$ cat src/rtl/i2cm_pkg.sv
`timescale 1ns/1ps
package i2cm_pkg;

   typedef enum logic [2:0] {
      ENG_IDLE,
      ENG_START,
      ENG_HOLD,
      ENG_DATA,
      ENG_ACK,
      ENG_STOP
   } eng_state_t;

   localparam logic [1:0] REG_MODE = 2'd0;
   localparam logic [1:0] REG_BUS  = 2'd1;
   localparam logic [1:0] REG_STAT = 2'd2;
   localparam logic [1:0] REG_TXD  = 2'd3;

   localparam int ST_EMPTY = 0;
   localparam int ST_END   = 1;
   localparam int ST_ACK   = 2;
   localparam int ST_STOP  = 3;

endpackage

$ cat src/rtl/i2cm_tick.sv
`timescale 1ns/1ps
module i2cm_tick #(
   parameter int QUARTER_CYC = 4
) (
   input  logic clk,
   input  logic rst_n,
   output logic tick
);
   localparam int CNT_W = (QUARTER_CYC > 1) ? $clog2(QUARTER_CYC) : 1;

   logic [CNT_W-1:0] cnt_q;

   assign tick = (cnt_q == CNT_W'(QUARTER_CYC - 1));

   always_ff @(posedge clk or negedge rst_n) begin
      if (!rst_n)    cnt_q <= '0;
      else if (tick) cnt_q <= '0;
      else           cnt_q <= cnt_q + 1'b1;
   end
endmodule

$ cat src/rtl/i2cm_line_mon.sv
`timescale 1ns/1ps
module i2cm_line_mon #(
   parameter int SYNC_STAGES = 2
) (
   input  logic clk,
   input  logic rst_n,
   input  logic scl_in,
   input  logic sda_in,
   output logic sda_s,
   output logic start_det,
   output logic stop_det,
   output logic bus_busy
);
   logic [SYNC_STAGES-1:0] scl_sh;
   logic [SYNC_STAGES-1:0] sda_sh;
   logic scl_s, scl_p, sda_p;

   generate
      if (SYNC_STAGES == 1) begin : g_single
         always_ff @(posedge clk or negedge rst_n) begin
            if (!rst_n) begin
               scl_sh <= '1;
               sda_sh <= '1;
            end else begin
               scl_sh <= scl_in;
               sda_sh <= sda_in;
            end
         end
      end else begin : g_chain
         always_ff @(posedge clk or negedge rst_n) begin
            if (!rst_n) begin
               scl_sh <= '1;
               sda_sh <= '1;
            end else begin
               scl_sh <= {scl_sh[SYNC_STAGES-2:0], scl_in};
               sda_sh <= {sda_sh[SYNC_STAGES-2:0], sda_in};
            end
         end
      end
   endgenerate

   assign scl_s = scl_sh[SYNC_STAGES-1];
   assign sda_s = sda_sh[SYNC_STAGES-1];

   assign start_det = scl_s & scl_p & sda_p & ~sda_s;
   assign stop_det  = scl_s & scl_p & ~sda_p & sda_s;

   always_ff @(posedge clk or negedge rst_n) begin
      if (!rst_n) begin
         scl_p    <= 1'b1;
         sda_p    <= 1'b1;
         bus_busy <= 1'b0;
      end else begin
         scl_p <= scl_s;
         sda_p <= sda_s;
         if (start_det)     bus_busy <= 1'b1;
         else if (stop_det) bus_busy <= 1'b0;
      end
   end
endmodule

$ cat src/rtl/i2cm_regs.sv
`timescale 1ns/1ps
module i2cm_regs
   import i2cm_pkg::*;
#(
   parameter int BYTE_W = 8
) (
   input  logic              clk,
   input  logic              rst_n,
   input  logic              reg_wr,
   input  logic [1:0]        reg_addr,
   input  logic [BYTE_W-1:0] reg_wdata,
   output logic [BYTE_W-1:0] reg_rdata,
   input  logic              eng_idle,
   input  logic              load_pulse,
   input  logic              end_pulse,
   input  logic              ack_pulse,
   input  logic              ack_val,
   input  logic              stop_det,
   input  logic              bus_busy,
   output logic              start_req,
   output logic              stop_req,
   output logic              buf_full,
   output logic [BYTE_W-1:0] buf_data,
   output logic              tx_empty,
   output logic              tx_end,
   output logic              stop_seen
);
   logic mode_mst, mode_trs, ack_bit;
   logic wr_mode, wr_bus, wr_stat, wr_txd;

   assign wr_mode = reg_wr && (reg_addr == REG_MODE);
   assign wr_bus  = reg_wr && (reg_addr == REG_BUS);
   assign wr_stat = reg_wr && (reg_addr == REG_STAT);
   assign wr_txd  = reg_wr && (reg_addr == REG_TXD) && mode_mst && mode_trs;

   assign start_req = wr_bus && (reg_wdata[1:0] == 2'b01) && mode_mst && mode_trs
                      && !bus_busy && eng_idle;
   assign stop_req  = wr_bus && (reg_wdata[1:0] == 2'b00) && !eng_idle;

   always_ff @(posedge clk or negedge rst_n) begin
      if (!rst_n) begin
         mode_mst  <= 1'b0;
         mode_trs  <= 1'b0;
         ack_bit   <= 1'b0;
         tx_empty  <= 1'b0;
         tx_end    <= 1'b0;
         stop_seen <= 1'b0;
         buf_full  <= 1'b0;
         buf_data  <= '0;
      end else begin
         if (wr_mode) begin
            mode_trs <= reg_wdata[0];
            mode_mst <= reg_wdata[1];
         end
         if (wr_stat && !reg_wdata[ST_EMPTY]) tx_empty <= 1'b0;
         if (load_pulse)                      tx_empty <= 1'b1;
         if (wr_txd)                          tx_empty <= 1'b0;

         if (wr_stat && !reg_wdata[ST_END]) tx_end <= 1'b0;
         if (load_pulse)                    tx_end <= 1'b0;
         if (end_pulse)                     tx_end <= 1'b1;

         if (wr_stat && !reg_wdata[ST_STOP]) stop_seen <= 1'b0;
         if (stop_det)                       stop_seen <= 1'b1;

         if (ack_pulse) ack_bit <= ack_val;

         if (load_pulse) buf_full <= 1'b0;
         if (wr_txd) begin
            buf_full <= 1'b1;
            buf_data <= reg_wdata;
         end
      end
   end

   always_comb begin
      reg_rdata = '0;
      case (reg_addr)
         REG_MODE: reg_rdata[1:0] = {mode_mst, mode_trs};
         REG_BUS:  reg_rdata[0]   = bus_busy;
         REG_STAT: begin
            reg_rdata[ST_EMPTY] = tx_empty;
            reg_rdata[ST_END]   = tx_end;
            reg_rdata[ST_ACK]   = ack_bit;
            reg_rdata[ST_STOP]  = stop_seen;
         end
         default:  reg_rdata = buf_data;
      endcase
   end
endmodule

$ cat src/rtl/i2cm_engine.sv
`timescale 1ns/1ps
module i2cm_engine
   import i2cm_pkg::*;
#(
   parameter int BYTE_W = 8
) (
   input  logic              clk,
   input  logic              rst_n,
   input  logic              tick,
   input  logic              start_req,
   input  logic              stop_req,
   input  logic              buf_full,
   input  logic [BYTE_W-1:0] buf_data,
   input  logic              sda_s,
   output logic              scl_drv,
   output logic              sda_drv,
   output logic              load_pulse,
   output logic              end_pulse,
   output logic              ack_pulse,
   output logic              eng_idle,
   output eng_state_t        state
);
   localparam int BIT_W = $clog2(BYTE_W);
   localparam logic [BIT_W-1:0] LAST_BIT = BIT_W'(BYTE_W - 1);

   logic [1:0]        phase;
   logic [BIT_W-1:0]  bit_cnt;
   logic [BYTE_W-1:0] shifter;
   logic              start_pend, stop_pend;

   assign eng_idle   = (state == ENG_IDLE);
   assign load_pulse = tick && buf_full &&
                       ((state == ENG_HOLD) || ((state == ENG_ACK) && (phase == 2'd3)));
   assign end_pulse  = tick && !buf_full && (state == ENG_ACK) && (phase == 2'd3);
   assign ack_pulse  = tick && (state == ENG_ACK) && (phase == 2'd2);

   always_ff @(posedge clk or negedge rst_n) begin
      if (!rst_n) begin
         state      <= ENG_IDLE;
         phase      <= '0;
         bit_cnt    <= '0;
         shifter    <= '0;
         scl_drv    <= 1'b0;
         sda_drv    <= 1'b0;
         start_pend <= 1'b0;
         stop_pend  <= 1'b0;
      end else begin
         if (start_req) start_pend <= 1'b1;
         if (stop_req)  stop_pend  <= 1'b1;
         if (tick) begin
            case (state)
               ENG_IDLE: begin
                  scl_drv   <= 1'b0;
                  sda_drv   <= 1'b0;
                  phase     <= '0;
                  stop_pend <= 1'b0;
                  if (start_pend) begin
                     state      <= ENG_START;
                     start_pend <= 1'b0;
                  end
               end
               ENG_START: begin
                  phase <= phase + 2'd1;
                  if (phase == 2'd1) sda_drv <= 1'b1;
                  if (phase == 2'd3) begin
                     scl_drv <= 1'b1;
                     state   <= ENG_HOLD;
                  end
               end
               ENG_HOLD: begin
                  phase <= '0;
                  if (buf_full) begin
                     shifter <= buf_data;
                     bit_cnt <= '0;
                     state   <= ENG_DATA;
                  end else if (stop_pend) begin
                     state     <= ENG_STOP;
                     stop_pend <= 1'b0;
                  end
               end
               ENG_DATA: begin
                  phase <= phase + 2'd1;
                  case (phase)
                     2'd0: sda_drv <= ~shifter[BYTE_W-1];
                     2'd1: scl_drv <= 1'b0;
                     2'd3: begin
                        scl_drv <= 1'b1;
                        shifter <= {shifter[BYTE_W-2:0], 1'b0};
                        bit_cnt <= bit_cnt + 1'b1;
                        if (bit_cnt == LAST_BIT) state <= ENG_ACK;
                     end
                     default: ;
                  endcase
               end
               ENG_ACK: begin
                  phase <= phase + 2'd1;
                  case (phase)
                     2'd0: sda_drv <= 1'b0;
                     2'd1: scl_drv <= 1'b0;
                     2'd3: begin
                        scl_drv <= 1'b1;
                        if (buf_full) begin
                           shifter <= buf_data;
                           bit_cnt <= '0;
                           state   <= ENG_DATA;
                        end else begin
                           state <= ENG_HOLD;
                        end
                     end
                     default: ;
                  endcase
               end
               ENG_STOP: begin
                  phase <= phase + 2'd1;
                  case (phase)
                     2'd0: sda_drv <= 1'b1;
                     2'd1: scl_drv <= 1'b0;
                     2'd2: sda_drv <= 1'b0;
                     default: state <= ENG_IDLE;
                  endcase
               end
               default: state <= ENG_IDLE;
            endcase
         end
      end
   end

   logic unused_sda;
   assign unused_sda = sda_s;
endmodule

$ cat src/rtl/i2cm_tx_ctrl.sv
`timescale 1ns/1ps
module i2cm_tx_ctrl
   import i2cm_pkg::*;
#(
   parameter int QUARTER_CYC = 4,
   parameter int BYTE_W      = 8,
   parameter int SYNC_STAGES = 2
) (
   input  logic              clk,
   input  logic              rst_n,
   input  logic              reg_wr,
   input  logic [1:0]        reg_addr,
   input  logic [BYTE_W-1:0] reg_wdata,
   output logic [BYTE_W-1:0] reg_rdata,
   output logic              scl_oe,
   input  logic              scl_in,
   output logic              sda_oe,
   input  logic              sda_in
);
   if (QUARTER_CYC < SYNC_STAGES + 2) begin : g_chk_quarter
      $error("QUARTER_CYC must exceed the synchronizer latency by two cycles");
   end
   if (BYTE_W < 4) begin : g_chk_byte
      $error("BYTE_W must hold the four status bits");
   end
   if (SYNC_STAGES < 1) begin : g_chk_sync
      $error("SYNC_STAGES must be at least 1");
   end

   logic       tick;
   logic       sda_s, start_det, stop_det, bus_busy;
   logic       start_req, stop_req, buf_full;
   logic [BYTE_W-1:0] buf_data;
   logic       tx_empty, tx_end, stop_seen;
   logic       load_pulse, end_pulse, ack_pulse, eng_idle;
   eng_state_t eng_state;

   i2cm_tick #(.QUARTER_CYC(QUARTER_CYC)) u_tick (
      .clk(clk), .rst_n(rst_n), .tick(tick)
   );

   i2cm_line_mon #(.SYNC_STAGES(SYNC_STAGES)) u_mon (
      .clk(clk), .rst_n(rst_n), .scl_in(scl_in), .sda_in(sda_in),
      .sda_s(sda_s), .start_det(start_det), .stop_det(stop_det),
      .bus_busy(bus_busy)
   );

   i2cm_regs #(.BYTE_W(BYTE_W)) u_regs (
      .clk(clk), .rst_n(rst_n), .reg_wr(reg_wr), .reg_addr(reg_addr),
      .reg_wdata(reg_wdata), .reg_rdata(reg_rdata), .eng_idle(eng_idle),
      .load_pulse(load_pulse), .end_pulse(end_pulse), .ack_pulse(ack_pulse),
      .ack_val(sda_s), .stop_det(stop_det), .bus_busy(bus_busy),
      .start_req(start_req), .stop_req(stop_req), .buf_full(buf_full),
      .buf_data(buf_data), .tx_empty(tx_empty), .tx_end(tx_end),
      .stop_seen(stop_seen)
   );

   i2cm_engine #(.BYTE_W(BYTE_W)) u_eng (
      .clk(clk), .rst_n(rst_n), .tick(tick), .start_req(start_req),
      .stop_req(stop_req), .buf_full(buf_full), .buf_data(buf_data),
      .sda_s(sda_s), .scl_drv(scl_oe), .sda_drv(sda_oe),
      .load_pulse(load_pulse), .end_pulse(end_pulse), .ack_pulse(ack_pulse),
      .eng_idle(eng_idle), .state(eng_state)
   );
endmodule

$ cat config.mk
export PLATFORM = sky130hd
export DESIGN_NAME = i2cm_tx_ctrl
export DESIGN_NICKNAME = d
export VERILOG_FILES = /design/src/rtl/i2cm_pkg.sv /design/src/rtl/i2cm_tick.sv /design/src/rtl/i2cm_line_mon.sv /design/src/rtl/i2cm_regs.sv /design/src/rtl/i2cm_engine.sv /design/src/rtl/i2cm_tx_ctrl.sv
export SDC_FILE = /design/constraint.sdc
export NUM_CORES = 1
export LEC_CHECK = 0
export ABC_CLOCK_PERIOD_IN_PS = 1800
export BUFFER_PORTS_ARGS = -buffer_cell sky130_fd_sc_hd__buf_2
export CAP_MARGIN = 25
export CELL_PAD_IN_SITES_DETAIL_PLACEMENT = 1
export CELL_PAD_IN_SITES_GLOBAL_PLACEMENT = 2
export CORE_MARGIN = 2
export CORE_UTILIZATION = 39
export DETAILED_ROUTE_END_ITERATION = 10
export PLACE_DENSITY = 0.79
export SETUP_SLACK_MARGIN = 0.3
export SLEW_MARGIN = 5
export SYNTH_ARGS = -nofsm -noshare
export SYNTH_HDL_FRONTEND = slang
export SYNTH_SLANG_ARGS = --single-unit
export TNS_END_PERCENT = 10
$ cat constraint.sdc
create_clock -name clk -period 1.8 [get_ports clk]
set_input_delay 0.27 -clock clk [delete_from_list [all_inputs] [get_ports clk]]
set_output_delay 0.27 -clock clk [all_outputs]
set_load 0.01 [all_outputs]
# [Word-level counts from Yosys, hierarchy flattened]
# Cells that the tools add are included.
[word_totals] register_bits=44 in_bits=15 out_inout_bits=10 wordCells=169
[op_classes] addsub=3 eq_ne=27 n_mux=54 bitwise=8 n_reduce_logical=55
[ops] op="$mux 3" n=11
[ops] op="$mux 1" n=26
[ops] op="$logic_and 1x1->1" n=24
[ops] op="$mux 8" n=3
[ops] op="$pmux 8 s3" n=1
[ops] op="$pmux 3 s6" n=1
[ops] op="$ne 2x1->1 const B" n=7
[ops] op="$eq 2x2->1 const B" n=5
[ops] op="$eq 3x3->1 const B" n=3
[ops] op="$pmux 3 s3" n=1
[ops] op="$reduce_bool 3->1" n=3
[ops] op="$pmux 2 s2" n=2
[ops] op="$reduce_and 8->1" n=1
[ops] op="$reduce_bool 2->1" n=4
[ops] op="$eq 2x1->1 const B" n=3
[ops] op="$eq 3x2->1 const B" n=2
[ops] op="$logic_not 1->1" n=6
[ops] op="$logic_not 2->1" n=3
[ops] op="$ne 2x2->1 const B" n=3
[ops] op="$ne 3x1->1 const B" n=2
[ops] op="$pmux 1 s2" n=3
[ops] op="$pmux 1 s3" n=2
[ops] op="$reduce_and 6->1" n=1
[ops] op="$reduce_or 2->1" n=3
[ops] op="other kinds (19)" n=27

# [Longest topological paths before layout]
# Gate-level depths: netlist (run 1).
[depth] ltp_word=11 depth_mapped=6 depth_no_buf=6

# [Modules after synthesis]
# Synthesis (run 1) repeated with hierarchy kept, for this count alone.
[hier_totals] hier_cells=223 hier_area_um2=2372.3
[by_module_without_submodules] module="i2cm_engine" instances=1 cells_per_inst=148 area_each_um2=1305.0 seq_area_each_um2=500.5
[by_module_without_submodules] module="i2cm_regs" instances=1 cells_per_inst=57 area_each_um2=784.5 seq_area_each_um2=375.4
[by_module_without_submodules] module="i2cm_line_mon" instances=1 cells_per_inst=14 area_each_um2=216.5 seq_area_each_um2=182.7
[by_module_without_submodules] module="i2cm_tick" instances=1 cells_per_inst=4 area_each_um2=66.3 seq_area_each_um2=50.0

# [Worst setup path after synthesis (run 1)]
# OpenSTA, ideal clock, no wires.
[synth_path] kind="register to register" startpoint="register u_eng.phase[0]" endpoint="register u_eng.state[0]" setup_time_ns=0.128 t_arrival_ns=1.474 required_time_ns=1.672 slack_ns=0.198 path_stages_with_launch=6 n_path_buf=0 synth_period_minus_slack_ns=1.602 path_cell_list="dfrtp_1 > ha_1 > o21a_1 > a211o_1 > o2111ai_2 > mux2_1"
[synth_between] elab_chain_len=4 word_cells_on_any_way=10 classes_between="eq/ne: 7; reduce/logical: 3"
[synth_lines] element="from (decl)" line_no="i2cm_engine.sv:26" text="logic [1:0] phase;"
[synth_lines] element="from (signal assigned)" line_no="i2cm_engine.sv:63" text="phase <= phase + 2'd1;"
[synth_lines] element="from (signal assigned)" line_no="i2cm_engine.sv:82" text="phase <= phase + 2'd1;"
[synth_lines] element="from (signal assigned)" line_no="i2cm_engine.sv:96" text="phase <= phase + 2'd1;"
[synth_lines] element="$eq 2x1->1, or another cell as far along" line_no="i2cm_engine.sv:115" text="case (phase)"
[synth_lines] element="$reduce_or 3->1 (no source line)"
[synth_lines] element="$ne 2x2->1 (no source line)"
[synth_lines] element="$reduce_and 8->1 (no source line) (*)"
[synth_lines] element="to (signal assigned)" line_no="i2cm_engine.sv:107" text="state <= ENG_HOLD;"
[synth_lines] element="to (signal assigned)" line_no="i2cm_engine.sv:119" text="default: state <= ENG_IDLE;"
[synth_lines] element="to (signal assigned)" line_no="i2cm_engine.sv:122" text="default: state <= ENG_IDLE;"
[synth_lines] element="to (decl)" line_no="i2cm_engine.sv:21" text="output eng_state_t state"
# Mark *: on every way between the ends. The rest lies on a longest branch, timed or not.
# A chain may end at the register's enable or synchronous reset.

# [Worst setup path after layout (run 1)]
[layout_path] startpoint="register u_eng.phase[0]" endpoint="register u_eng.shifter[7]"
[layout_between] elab_chain_len=3 word_cells_on_any_way=4 classes_between="eq/ne: 3; reduce/logical: 1"
[layout_lines] element="$eq 2x2->1 (*)" line_no="i2cm_engine.sv:83, i2cm_engine.sv:97"
[layout_lines] element="$ne 2x2->1 (no source line) or $ne 2x1->1 (tied branches)"
[layout_lines] element="$reduce_and 4->1 (no source line) (*)"
[layout_lines] element="to (signal assigned)" line_no="i2cm_engine.sv:73" text="shifter <= buf_data;"
[layout_lines] element="to (signal assigned)" line_no="i2cm_engine.sv:88" text="shifter <= {shifter[BYTE_W-2:0], 1'b0};"
[layout_lines] element="to (signal assigned)" line_no="i2cm_engine.sv:103" text="shifter <= buf_data;"
[layout_lines] element="to (decl)" line_no="i2cm_engine.sv:28" text="logic [BYTE_W-1:0] shifter;"
# Marked as above.

==> results of run 1 <==
layer usage:
metal	wire length, µm	up-vias
met2	2459	20
li1	-	787
met5	0	-
met1	2351	814
met4	21	0
met3	140	2
cells in the final DEF, fill, tap and decap left out, types with 4 or more instances in the layout:
cell type,Yosys,routed
clkbuf_8,0,5
buf_4,2,20
o21ai_0,9,9
and3_1,5,5
mux2_4,6,7
mux2_2,14,13
buf_2,4,24
a31oi_1,4,4
inv_1,8,8
nor2_1,7,6
ha_1,7,4
nand2_1,16,15
nand2b_1,5,5
mux2_1,10,10
dfrtp_1,38,35
dfstp_2,6,6
worst paths after layout:
check	start	endpoint	slack (ns)	cells after the start
setup / recovery	u_eng.phase[0]	u_eng.shifter[7]	0.14	6
hold / removal	rst_n	u_eng.scl_drv	0.06	2
setup reg to reg	u_eng.phase[0]	u_eng.shifter[7]	0.14	6
hold reg to reg	u_mon.sda_sh[0]	u_mon.sda_sh[1]	0.36	0
max in group asynchronous	rst_n	u_eng.phase[0]	1.32	2
min in group clk	scl_in	u_mon.scl_sh[0]	0.08	1
sequential cells by signal, summed over array words and instances (netlist names), 2 cells and up:
register and count:
u_eng.bit_cnt 3, u_eng.phase 2, u_eng.shifter 8, u_eng.state 3, u_mon.scl_sh 2, u_mon.sda_sh 2, u_regs.buf_data 8, u_tick.cnt_q 2
worst max-delay path: cells and delay by family (launching register included):
kind,cells,cell delay [ns]
flops,1,0.45
buf+inv,2,0.26
simple gates,1,0.19
mux,1,0.30
compound gates,1,0.15
fa+ha+maj,1,0.20
cells by family after synthesis:
group / synth area share, %
xor+xnor: 0.3795
flops: 48.02
simple gates: 13.12
compound gates: 12.36
fa+ha+maj: 3.794
mux: 17.89
buf+inv: 4.444
power by group through the flow:
stage / logic [mW] / registers [mW] / clock network, mW
final: 1.01 / 1.36 / 0.735
after global routing: 1.12 / 1.38 / 0.801
after CTS: 0.976 / 1.36 / 0.762
after detailed placement: 0.867 / 1.39 / 0
after global placement: 0.859 / 1.38 / 0
after floorplan: 0.679 / 1.31 / 0
repair_timing:
action	CTS	global route
resized for setup	11	3
pin swaps	4	1
setup endpoints to repair	18	18
buffers inserted	8	2
cloned	1	0
through the flow:
step                      std cells  hold slack [ns]
final                           315          0.05962
after global routing            315          0.06364
after CTS                       313          0.07006
after detailed placement        296           0.3473
after global placement          296           0.3488
after floorplan                 196         -0.02559
cell type report:
type | instances | area share [%]
clock inverters | 2 | 1.244
multi-input cells | 134 | 41.00
flip-flops and latches | 44 | 39.49
clock buffers | 6 | 2.577
inverters | 8 | 1.066
repair buffers | 46 | 11.28
well taps | 75 | 3.332
==> impl_metrics.json, run 1 <==
{
  "status": "completed",
  "slowest_delay_ns": 0.45,
  "clock_path_buffers": 2,
  "fin_util_pct": 48.43,
  "cap_violations": 0,
  "diodes": 0,
  "comb_power_share_pct": 32.6,
  "htreeDepth": 2,
  "drcViolationCount": 0,
  "dpl_worst_slack_ns": 0.1143,
  "gr-usage-met1_pct": 21.74,
  "first_global_vias": 1681,
  "grt.busiest_layer": "met2",
  "fin_crit_ns": 1.660,
  "grt_max_degree": 45,
  "core-area_um2": 5816,
  "globalRouteOverflowTotal": 0,
  "synth_top_area_cell": "dfrtp_1",
  "ir_drop_mv": 0.7521,
  "cp_max_fo": 7,
  "cts_root_buf": "clkbuf_8",
  "cts-hold-fix-buffers": 0,
  "finalCritPeriodShare_pct": 92.24,
  "dr.pass1.iters": 4,
  "die_h_um": 80.94,
  "clockPowerShare_pct": 23.7,
  "worstMarginPinSlew_ns": 0.5680,
  "area_delta_synth_final_pct": 22.01,
  "clk_latency_ns": 0.28,
  "fin_skew_ns": 0.007265,
  "synth_ff_type": "dfrtp_1",
  "antenna_found_initial": 0,
  "grt_pass1_wl_um": 8183,
  "rsz0062_at_grt": "yes",
  "critPathRequiredTime_ns": 1.97,
  "critPathLaunchType": "register",
  "synthTopCellsByCount": "dfrtp_1 (38), nand2_1 (16), mux2_2 (14)",
  "wl_um": 4973,
  "cts_tree": "yes",
  "drtAntennaViolNets": 0,
  "dieWidth_um": 80.94,
  "grt_use_met3_pct": 3.222,
  "multi_input_area_um2": 1155,
  "synth.distinct_cells": 50,
  "yosys_warnings": 0,
  "syn_area_um2": 2308,
  "power_frac_seq_pct": 43.7,
  "syn-num-nets": 218,
  "fillCellCount": 647,
  "initial_core_util_pct": 39.69,
  "max_freq_mhz": 602.3,
  "vias_per_cell": 5.152,
  "final_nets": 261,
  "synthCells": 196,
  "layout_setup_ws_ns": 0.1396,
  "synthDominantCellAreaShare_pct": 41.19,
  "clk_pin_slew_ns": 0.08,
  "p_leak_nw": 1.347,
  "rows": 28,
  "drtIter0Drc": 38,
  "cts_sinks": 44,
  "avgSynthCellArea_um2": 11.78,
  "relSlewSlack_pct": 62.13,
  "crit_slowest_cell": "dfrtp_2",
  "p_total_mw": 3.106,
  "finalMaxSlewViolations": 0,
  "setup_viol": 0,
  "num_io_pins": 25,
  "place.gp.congestion": 0.7396,
  "yosysMostFrequentCell": "dfrtp_1",
  "final_area_um2": 2816,
  "grtUsageMet2_pct": 27.60,
  "end_kind": "register",
  "crit_type": "reg2reg",
  "io_buffers": 24,
  "hold_class": "in2async",
  "power_switching_share_pct": 31.15,
  "finalSetupTns_ns": 0,
  "numCtsBuffers": 5,
  "synth_area_leaders": "dfrtp_1 (41%), dfstp_2 (6.8%), mux2_2 (6.8%), mux2_1 (4.9%), mux2_4 (3.9%)",
  "die_area_um2": 6550,
  "vias": 1623,
  "synth_seq_cells": 44,
  "worstPathCellList": "ha_4 -> and4_4 -> o21ai_4 -> buf_4 -> buf_12 -> mux2_4",
  "power.density_nw_per_um2": 1103,
  "ys_seq_area_share_pct": 48.02,
  "switchingPower_mw": 0.9678,
  "hpwl_um": 3412,
  "hold_viol_final": 0,
  "worstPathArrival_ns": 1.83,
  "wl_per_cell_um": 15.79,
  "p_int_mw": 2.139,
  "grt_use_total_pct": 16.12,
  "synth_edf_count": 0,
  "drive_gt1_share_pct": 40.83,
  "post_dp_cell_area_um2": 2557,
  "area.sequential_um2": 1112,
  "synth_async_sr_flop_share_pct": 100.0
}
(Power assumes the default switching activity.)
==> run 2: changes to the inputs <==
--- a/config.mk
+++ b/config.mk
@@ -13,6 +13,7 @@
 export CORE_MARGIN = 2
 export CORE_UTILIZATION = 39
 export DETAILED_ROUTE_END_ITERATION = 10
+export GPL_TIMING_DRIVEN = 0
 export PLACE_DENSITY = 0.79
 export SETUP_SLACK_MARGIN = 0.3
 export SLEW_MARGIN = 5
==> run 2 against run 1 <==
Critical path depth is 4 lower. Setup slack better by 0.031 ns. Design area rose by 0.89%.
==> impl_metrics.json, run 2 (same netlist as run 1, synthesis figures left out) <==
{
  "place.gp.congestion": 0.7128,
  "final_area_um2": 2841,
  "clock_path_buffers": 2,
  "initial_core_util_pct": 39.69,
  "drcViolationCount": 0,
  "final_common_cell": "dfrtp_1",
  "grt_use_total_pct": 16.67,
  "dieWidth_um": 80.94,
  "rows": 28,
  "vias": 1662,
  "first_global_vias": 1632,
  "die_h_um": 80.94,
  "crit_start": "u_regs.mode_trs",
  "clk_pin_slew_ns": 0.09,
  "cts_root_buf": "clkbuf_8",
  "layout_common_cells": "dfrtp_1 (36), buf_2 (27), nand2_1 (15)",
  "post_dp_cell_area_um2": 2535,
  "wl_met1_um": 2532,
  "met3WireLength_um": 145,
  "critPathLaunchType": "register",
  "cp_max_fo": 4,
  "relSlewSlack_pct": 59.56,
  "r2r-end": "u_regs.buf_data[7]",
  "cp_top_family": "multiplexers",
  "stdcell_count": 316,
  "rrSetupSlack_ns": 0.19,
  "met2_length_um": 2543,
  "critical_path_cell_count": 2,
  "cts_sinks": 44,
  "numCtsBuffers": 5,
  "globalRouteOverflowTotal": 0,
  "antenna_found_initial": 0,
  "clk_latency_ns": 0.30,
  "crit_buf_inv": 1,
  "slowest_delay_ns": 0.49,
  "core-area_um2": 5816,
  "finalCritPeriodShare_pct": 90.54,
  "crit_slowest_cell": "mux4_2",
  "fillCellCount": 641,
  "die_area_um2": 6550,
  "status": "completed",
  "fin_skew_ns": 0.008868,
  "worstMarginPinSlew_ns": 0.6050,
  "r2r_cells": 3,
  "r2r-start": "u_regs.mode_trs",
  "ir_drop_mv": 0.4656,
  "drtAntennaViolNets": 0,
  "worstPathCellList": "mux4_2 -> buf_6",
  "multi_input_area_um2": 1176,
  "final_nets": 262,
  "hold_class": "in2reg",
  "top_layer": "met3",
  "diodes": 0,
  "hpwl_um": 3571,
  "setup_viol": 0,
  "p_leak_nw": 1.348,
  "critPathCapture": "reg_rdata[0]",
  "area.sequential_um2": 1111,
  "hold_viol_final": 0,
  "crit_type": "reg2out",
  "area_delta_synth_final_pct": 23.09,
  "fin_util_pct": 48.86,
  "drtIter0Drc": 38,
  "cap_violations": 0,
  "power.density_nw_per_um2": 1125,
  "wl_per_cell_um": 16.52,
  "critPathRequiredTime_ns": 1.53,
  "rsz0062_at_grt": "yes",
  "vias_per_cell": 5.259,
  "grt_max_degree": 45,
  "reg_top3": "u_eng.shifter x8, u_regs.buf_data x8",
  "cts_tree": "yes",
  "grt_pass1_wl_um": 8211,
  "finalMaxSlewViolations": 0,
  "end_kind": "output port",
  "worstPathArrival_ns": 1.36,
  "placed_cells": 295,
  "dr.pass1.iters": 4,
  "max_freq_mhz": 613.6,
  "drive_gt1_share_pct": 41.91,
  "num_io_pins": 25,
  "htreeDepth": 2,
  "wl_um": 5221,
  "holdWs_ns": 0.06021,
  "finalSetupTns_ns": 0,
  "io_buffers": 24,
  "fin_crit_ns": 1.630
}
==> run 2: cell types whose count changed in the layout (fill, tap and decap cells not counted), moves of 2 or more <==
| cell | before | now |
|---|---|---|
| mux2_4 | 7 | 9 |
| buf_6 | 0 | 5 |
| buf_4 | 20 | 12 |
| mux2_1 | 10 | 7 |
| buf_2 | 24 | 27 |
==> run 2: layout make-up <==
class                           instances  share of cell area [%]
Tap cell                               75                   3.303
Clock buffer                            5                   2.422
Multi-Input combinational cell        134                   41.39
Clock inverter                          3                   1.629
Buffer                                 10                   2.686
Sequential cell                        44                   39.10
Inverter                                8                   1.057
Timing Repair Buffer                   37                   8.410
==> run 2: power breakdown <==
part	internal [mW]	switching, mW	total, mW
Clock	0.418	0.368	0.787
Combinational	0.549	0.529	1.08
Sequential	1.18	0.149	1.33
==> run 2: stage by stage <==
| stage | total power, mW | worst slack (ns) |
|---|---|---|
| finish | 3.195 | 0.1703 |
| global route | 3.405 | 0.1328 |
| CTS | 3.089 | 0.1481 |
| detailed placement | 2.266 | 0.1342 |
| global placement | 2.240 | 0.1420 |
| floorplan | 1.988 | 0.2981 |
==> run 2: routing by layer <==
metal  vias to the layer above  global-route usage, %
met5                         -                      0
met4                         0                  3.559
met3                         0                  3.444
met2                        21                  26.28
met1                       848                  23.76
li1                        793                      -
==> run 2: repair_timing <==
| action | CTS | global route |
|---|---|---|
| pin swaps | 2 | 3 |
| endpoints found under the setup margin | 27 | 31 |
| hold buffers | 0 | 1 |
| resized for setup | 5 | 14 |
| setup buffers | 3 | 7 |
| endpoints found under the hold margin | 0 | 11 |
| cloned | 1 | 0 |
==> run 2: worst min path at each step <==
stage / from / end / slack [ns] / cells after the start
2_1_floorplan: rst_n / u_eng.bit_cnt[0] / -0.03 / 0
6_report: sda_in / u_mon.sda_sh[0] / 0.06 / 1
3_3_place_gp: u_mon.sda_sh[0] / u_mon.sda_sh[1] / 0.35 / 0
4_1_cts: scl_in / u_mon.scl_sh[0] / 0.05 / 1
5_1_grt: sda_in / u_mon.sda_sh[0] / 0.05 / 1
3_5_place_dp: u_mon.scl_sh[0] / u_mon.scl_sh[1] / 0.35 / 0
